File: config.mk
export PLATFORM = sky130hd
export DESIGN_NAME = wstk_top
export DESIGN_NICKNAME = d
export VERILOG_FILES = /design/src/rtl/wstk_pkg.sv /design/src/rtl/wstk_bound.sv /design/src/rtl/wstk_ram.sv /design/src/rtl/wstk_ptr.sv /design/src/rtl/wstk_top.sv
export SDC_FILE = /design/constraint.sdc
export NUM_CORES = 2
export LEC_CHECK = 0
export ABC_CLOCK_PERIOD_IN_PS = 4300
export BUFFER_PORTS_ARGS = -buffer_cell sky130_fd_sc_hd__buf_4
export CAP_MARGIN = 0
export CORE_ASPECT_RATIO = 1.75
export CORE_MARGIN = 2
export CORE_UTILIZATION = 45
export CTS_CLUSTER_DIAMETER = 200
export DETAILED_ROUTE_END_ITERATION = 8
export MAX_ROUTING_LAYER = met4
export SLEW_MARGIN = 20
export SYNTH_ARGS = -nofsm -noshare
export SYNTH_HDL_FRONTEND = slang
export SYNTH_SLANG_ARGS = --single-unit
File: constraint.sdc
create_clock -name clk -period 4.3 [get_ports clk]
set_input_delay 0.43 -clock clk [delete_from_list [all_inputs] [get_ports clk]]
set_output_delay 0.43 -clock clk [all_outputs]
set_load 0.02 [all_outputs]
File: src/rtl/wstk_pkg.sv
package wstk_pkg;
  typedef enum logic [1:0] {
    OP_IDLE = 2'd0,
    OP_PUSH = 2'd1,
    OP_POP  = 2'd2,
    OP_LOAD = 2'd3
  } wstk_op_e;
endpackage

File: src/rtl/wstk_bound.sv
module wstk_bound #(
  parameter int AW = 8
) (
  input  logic [AW-1:0] sp,
  input  logic [AW-1:0] lim,
  input  logic [AW-1:0] base,
  output logic          push_ok,
  output logic          pop_ok
);
  localparam logic [AW:0] STEP = (AW+1)'(2);

  logic [AW:0] sp_x, lim_x, base_x;

  always_comb begin
    sp_x    = {1'b0, sp};
    lim_x   = {1'b0, lim};
    base_x  = {1'b0, base};
    // widened compare so neither bound can wrap
    push_ok = (sp_x >= lim_x + STEP);
    pop_ok  = (sp_x + STEP <= base_x);
  end
endmodule

File: src/rtl/wstk_ram.sv
module wstk_ram #(
  parameter int DW = 16,
  parameter int IW = 7
) (
  input  logic          clk,
  input  logic          rst_n,
  input  logic          we,
  input  logic [IW-1:0] waddr,
  input  logic [DW-1:0] wdata,
  input  logic          re,
  input  logic [IW-1:0] raddr,
  output logic [DW-1:0] rdata
);
  localparam int DEPTH = 1 << IW;

  logic [DW-1:0] mem [DEPTH];

  always_ff @(posedge clk) begin
    if (we) mem[waddr] <= wdata;
  end

  // read register only moves on a read, so a stalled word is held
  always_ff @(posedge clk or negedge rst_n) begin
    if (!rst_n)  rdata <= '0;
    else if (re) rdata <= mem[raddr];
  end
endmodule

File: src/rtl/wstk_ptr.sv
module wstk_ptr #(
  parameter int          AW     = 8,
  parameter logic [AW-1:0] SP_RST = '0
) (
  input  logic          clk,
  input  logic          rst_n,
  input  logic          ld,
  input  logic [AW-1:0] ld_val,
  input  logic          dec,
  input  logic          inc,
  output logic [AW-1:0] sp,
  output logic [AW-1:0] sp_dn
);
  localparam logic [AW-1:0] WSTEP = AW'(2);

  assign sp_dn = sp - WSTEP;

  always_ff @(posedge clk or negedge rst_n) begin
    if (!rst_n)   sp <= SP_RST;
    else if (ld)  sp <= ld_val;
    else if (dec) sp <= sp_dn;
    else if (inc) sp <= sp + WSTEP;
  end
endmodule

File: src/rtl/wstk_top.sv
module wstk_top #(
  parameter int            AW     = 8,
  parameter int            DW     = 16,
  parameter logic [AW-1:0] SP_RST = '0
) (
  input  logic          clk,
  input  logic          rst_n,
  input  logic [AW-1:0] lim_addr,
  input  logic [AW-1:0] base_addr,
  input  logic          req_valid,
  output logic          req_ready,
  input  logic          req_pop,
  input  logic [DW-1:0] req_data,
  output logic          out_valid,
  input  logic          out_ready,
  output logic [DW-1:0] out_data,
  input  logic          sp_load,
  input  logic [AW-1:0] sp_load_val,
  input  logic          err_clr,
  output logic [AW-1:0] sp_out,
  output logic          ovf_err,
  output logic          unf_err,
  output logic          stk_full,
  output logic          stk_empty
);
  import wstk_pkg::*;

  localparam int IW = AW - 1;

  logic [AW-1:0] sp, sp_dn;
  logic          push_ok, pop_ok;
  logic          take;
  wstk_op_e      op;
  logic          do_push, do_pop, bad_push, bad_pop;
  logic          stalled;

  assign stalled   = out_valid && !out_ready;
  assign req_ready = !sp_load && !stalled;
  assign take      = req_valid && req_ready;

  always_comb begin
    if (sp_load)   op = OP_LOAD;
    else if (take) op = req_pop ? OP_POP : OP_PUSH;
    else           op = OP_IDLE;
  end

  assign do_push  = (op == OP_PUSH) &&  push_ok;
  assign bad_push = (op == OP_PUSH) && !push_ok;
  assign do_pop   = (op == OP_POP)  &&  pop_ok;
  assign bad_pop  = (op == OP_POP)  && !pop_ok;

  wstk_bound #(.AW(AW)) u_bound (
    .sp(sp), .lim(lim_addr), .base(base_addr),
    .push_ok(push_ok), .pop_ok(pop_ok)
  );

  wstk_ptr #(.AW(AW), .SP_RST(SP_RST)) u_ptr (
    .clk(clk), .rst_n(rst_n),
    .ld(op == OP_LOAD), .ld_val(sp_load_val),
    .dec(do_push), .inc(do_pop),
    .sp(sp), .sp_dn(sp_dn)
  );

  wstk_ram #(.DW(DW), .IW(IW)) u_ram (
    .clk(clk), .rst_n(rst_n),
    .we(do_push), .waddr(sp_dn[AW-1:1]), .wdata(req_data),
    .re(do_pop), .raddr(sp[AW-1:1]), .rdata(out_data)
  );

  always_ff @(posedge clk or negedge rst_n) begin
    if (!rst_n) begin
      out_valid <= 1'b0;
      ovf_err   <= 1'b0;
      unf_err   <= 1'b0;
    end else begin
      if (do_pop)         out_valid <= 1'b1;
      else if (out_ready) out_valid <= 1'b0;
      if (bad_push)       ovf_err <= 1'b1;
      else if (err_clr)   ovf_err <= 1'b0;
      if (bad_pop)        unf_err <= 1'b1;
      else if (err_clr)   unf_err <= 1'b0;
    end
  end

  assign sp_out    = sp;
  assign stk_full  = !push_ok;
  assign stk_empty = !pop_ok;
endmodule

==> flow_metrics.env <==
export IMPL_setup_violations=0
export IMPL_h_tree_depth=4
export IMPL_worstSetupPathType="reg2out"
export IMPL_wl_per_cell_um=33.0
export IMPL_routed_via_density=5.96
export IMPL_area_growth_pct=13.4
export IMPL_critPathMaxFanout=16
export IMPL_power_frac_comb=0.141
export IMPL_initial_core_util=0.452
export IMPL_finalHoldViolations=0
export IMPL_syn_avg_cell_area_um2=22.5
export IMPL_dp_hpwl_um=136000
export IMPL_power_internal_mw=33.3
export IMPL_synth_top_area_share=0.764
export IMPL_grt_pass1_vias=39168
export IMPL_drc_errors=0
export IMPL_cp_start_kind="flop"
export IMPL_antenna_found_initial=9
export IMPL_wirelength_um=213000
export IMPL_cp_arrival_ns=3.70
export IMPL_synth_most_common_cell="edfxtp_1"
export IMPL_synth_cells=3575
export IMPL_track_usage=0.241
export IMPL_die_h_um=563
export IMPL_rsz0062_at_grt="no"
export IMPL_cp_slowest_stage_delay_ns=0.59
export IMPL_die_area_mm2=0.182
export IMPL_fmax_mhz=242
export IMPL_relSlewSlack=0.199
export IMPL_cp_top_family="compound AO/OA/AOI/OAI gates"
export IMPL_drtAntennaViolNets=0
export IMPL_cts_root_buf="clkbuf_16"
export IMPL_drive_gt1_frac=0.295
export IMPL_p_per_area_mw_per_mm2=486
export IMPL_synth_seq_cells=2075
export IMPL_r2r_start="u_ptr.sp[1]"
export IMPL_cp_slowest_cell="dfrtp_4"
export IMPL_ys_types=67
export IMPL_seqPwrFrac=0.508
export IMPL_switching_share=0.249
export IMPL_clockPowerShare=0.351
export IMPL_cp_required_ns=3.87
export IMPL_leakage_nw=28.7
export IMPL_clock_skew_ns=0.0407
export IMPL_utilization=0.513
export IMPL_io_pins=77
export IMPL_ir_drop_mv=0.322
export IMPL_async_reset_ff_frac=0.0130
export IMPL_design_core_area_mm2=0.178
export IMPL_synth_warnings=0
export IMPL_p_total_mw=44.4
export IMPL_grt_pass1_wl_um=297000
export IMPL_finalCriticalPeriod_ns=4.13
export IMPL_tightest_slew_ns=1.20
export IMPL_cp_startpoint="u_ptr.sp[1]"
export IMPL_worst_path_buf_inv=3
export IMPL_dr_pass1_iters=8
export IMPL_row_count=205
export IMPL_nets=3990
export IMPL_syn_num_nets=3641
export IMPL_ys_flop_type="edfxtp_1"
export IMPL_vias=38411
export IMPL_first_iter_violations=3974
export IMPL_cap_violations=0
export IMPL_yosysSeqAreaShare=0.773
export IMPL_port_buffers=76
export IMPL_cts_buffers=181
export IMPL_globalRouteOverflowTotal=0
export IMPL_yosys_top_cells_area="edfxtp_1 (76%), mux4_2 (16%), mux2i_1 (0.92%)"
export IMPL_die_w_um=324
export IMPL_insertion_delay_ns=0.82
export IMPL_place_gp_congestion=0.927
export IMPL_tns_ns=0
export IMPL_drv_slew=0
export IMPL_synth_edf_count=2048
export IMPL_p_sw_mw=11.1
export IMPL_timing_final_crit_share=0.960
export IMPL_netlist_top_cells_count="edfxtp_1 (2048), mux4_2 (558), nor2_1 (169)"
export IMPL_yosysTopAreaCell="edfxtp_1"
export IMPL_grt_max_degree=127
export IMPL_setup_worst_path_end_class="primary output"
export IMPL_hold_path_startpoint="req_data[10]"
export IMPL_min_path_type="in2reg"
export IMPL_clock_path_buffers=4
export IMPL_clock_sinks=2075
export IMPL_status="finished, final reports clean"
export IMPL_clk_pin_slew_ns=0.07
export IMPL_path_cells="buf_16, and4_1, xnor2_2, ha_1, a2111oi_0, o21ai_0, a221oi_1, buf_4, nor2_1, buf_4"
export IMPL_cpMostUsedCell="buf_4"
export IMPL_cts_tree="built"
export IMPL_synthesis_area_mm2=0.0804
## stage by stage
stage                     instances  hold slack [ns]  worst slack [ns]  instance area [µm²]
after floorplan                3575            0.134             0.309                80400
after global placement         6098            0.403             0.436                85400
final                          6445           0.0452             0.170                91200
after global routing           6441           0.0319           0.00224                91200
after detailed placement       6098            0.401             0.405                85400
after CTS                      6431          0.00753            0.0672                91100
## per-layer routing
layer | vias to the layer above | global-route usage | wire length, µm
met5 | - | - | 0
met3 | 372 | 0.0293 | 11600
met4 | 0 | 0.117 | 11700
met1 | 20748 | 0.273 | 74600
li1 | 15862 | - | -
met2 | 1429 | 0.421 | 115000
## layout make-up
| cell class | count | area (µm²) |
|---|---|---|
| antenna | 10 | 25.0 |
| fill | 14012 | 86800 |
| multi-input combinational | 1280 | 17200 |
| tap | 2380 | 2980 |
| clock buffer | 228 | 4770 |
| inverter | 20 | 75.1 |
| timing repair buffer | 366 | 3260 |
| clock inverter | 86 | 706 |
| sequential | 2075 | 62200 |
## cell families (layout without fill, tap and decap cells)
kind of cell / count (synthesis) / after routing / synth area share
DFF: 2075 / 2075 / 0.773
muxes: 643 / 643 / 0.167
and+or+nand+nor: 348 / 348 / 0.0193
AOI/OAI and AO/OA: 254 / 254 / 0.0224
buffers and inverters: 220 / 700 / 0.0138
adders and majority gates: 19 / 19 / 0.00296
xor gates and xnor gates: 16 / 16 / 0.00174
other: 0 / 10 / 0
## power by group through the flow
stage | combinational, mW | clock, mW | sequential (mW)
3_5_place_dp | 6.27 | 0 | 22.9
6_report | 6.26 | 15.6 | 22.5
4_1_cts | 6.30 | 15.9 | 22.5
5_1_grt | 6.49 | 16.5 | 22.5
2_1_floorplan | 3.51 | 0 | 22.9
3_3_place_gp | 6.24 | 0 | 22.9
## worst paths after layout
kind | end | slack [ns] | cells past startpoint
setup / recovery | stk_empty | 0.17 | 10
min in group asynchronous | out_valid | 0.10 | 2
hold / removal | u_ram.mem[73][10] | 0.05 | 1
setup reg to reg | u_ram.rdata[11] | 0.26 | 12
max in group asynchronous | u_ptr.sp[2] | 3.84 | 2
hold reg to reg | u_ram.rdata[2] | 0.52 | 2
## layout by cell type (no fill, tap or decap), drive strengths merged, types with 7 or more instances in the layout
cell / Yosys / layout
nor4: 8 / 8
a21oi: 42 / 42
nand2: 75 / 75
nor2: 170 / 170
mux4: 558 / 558
buf: 124 / 346
clkinvlp: 0 / 8
bufinv: 0 / 11
o221ai: 17 / 17
clkinv: 3 / 64
o21ai: 34 / 34
edfxtp: 2048 / 2048
ha: 19 / 19
a31oi: 15 / 15
a211o: 7 / 7
o22ai: 20 / 20
inv: 17 / 23
nand3: 25 / 25
clkbuf: 76 / 229
a22oi: 26 / 26
dlygate4sd3: 0 / 19
nor2b: 22 / 22
xnor2: 11 / 11
diode: 0 / 10
a22o: 11 / 11
dfrtp: 27 / 27
mux2i: 74 / 74
mux2: 11 / 11
a221oi: 15 / 15
or3: 7 / 7
and2: 9 / 9
a211oi: 17 / 17
## repair_timing
item                                   in CTS  in global routing
setup endpoints to repair                   0                  1
hold buffers                               19                  0
endpoints found under the hold margin      44                  0
resized for setup                           0                  3
setup buffers                               0                  0
## registers in the layout, indices dropped and copies added, names as in the netlist
| register | flops |
|---|---|
| unf_err | 1 |
| u_ram.mem | 2048 |
| ovf_err | 1 |
| u_ptr.sp | 8 |
| u_ram.rdata | 16 |
| out_valid | 1 |
(Power assumes the default switching activity.)
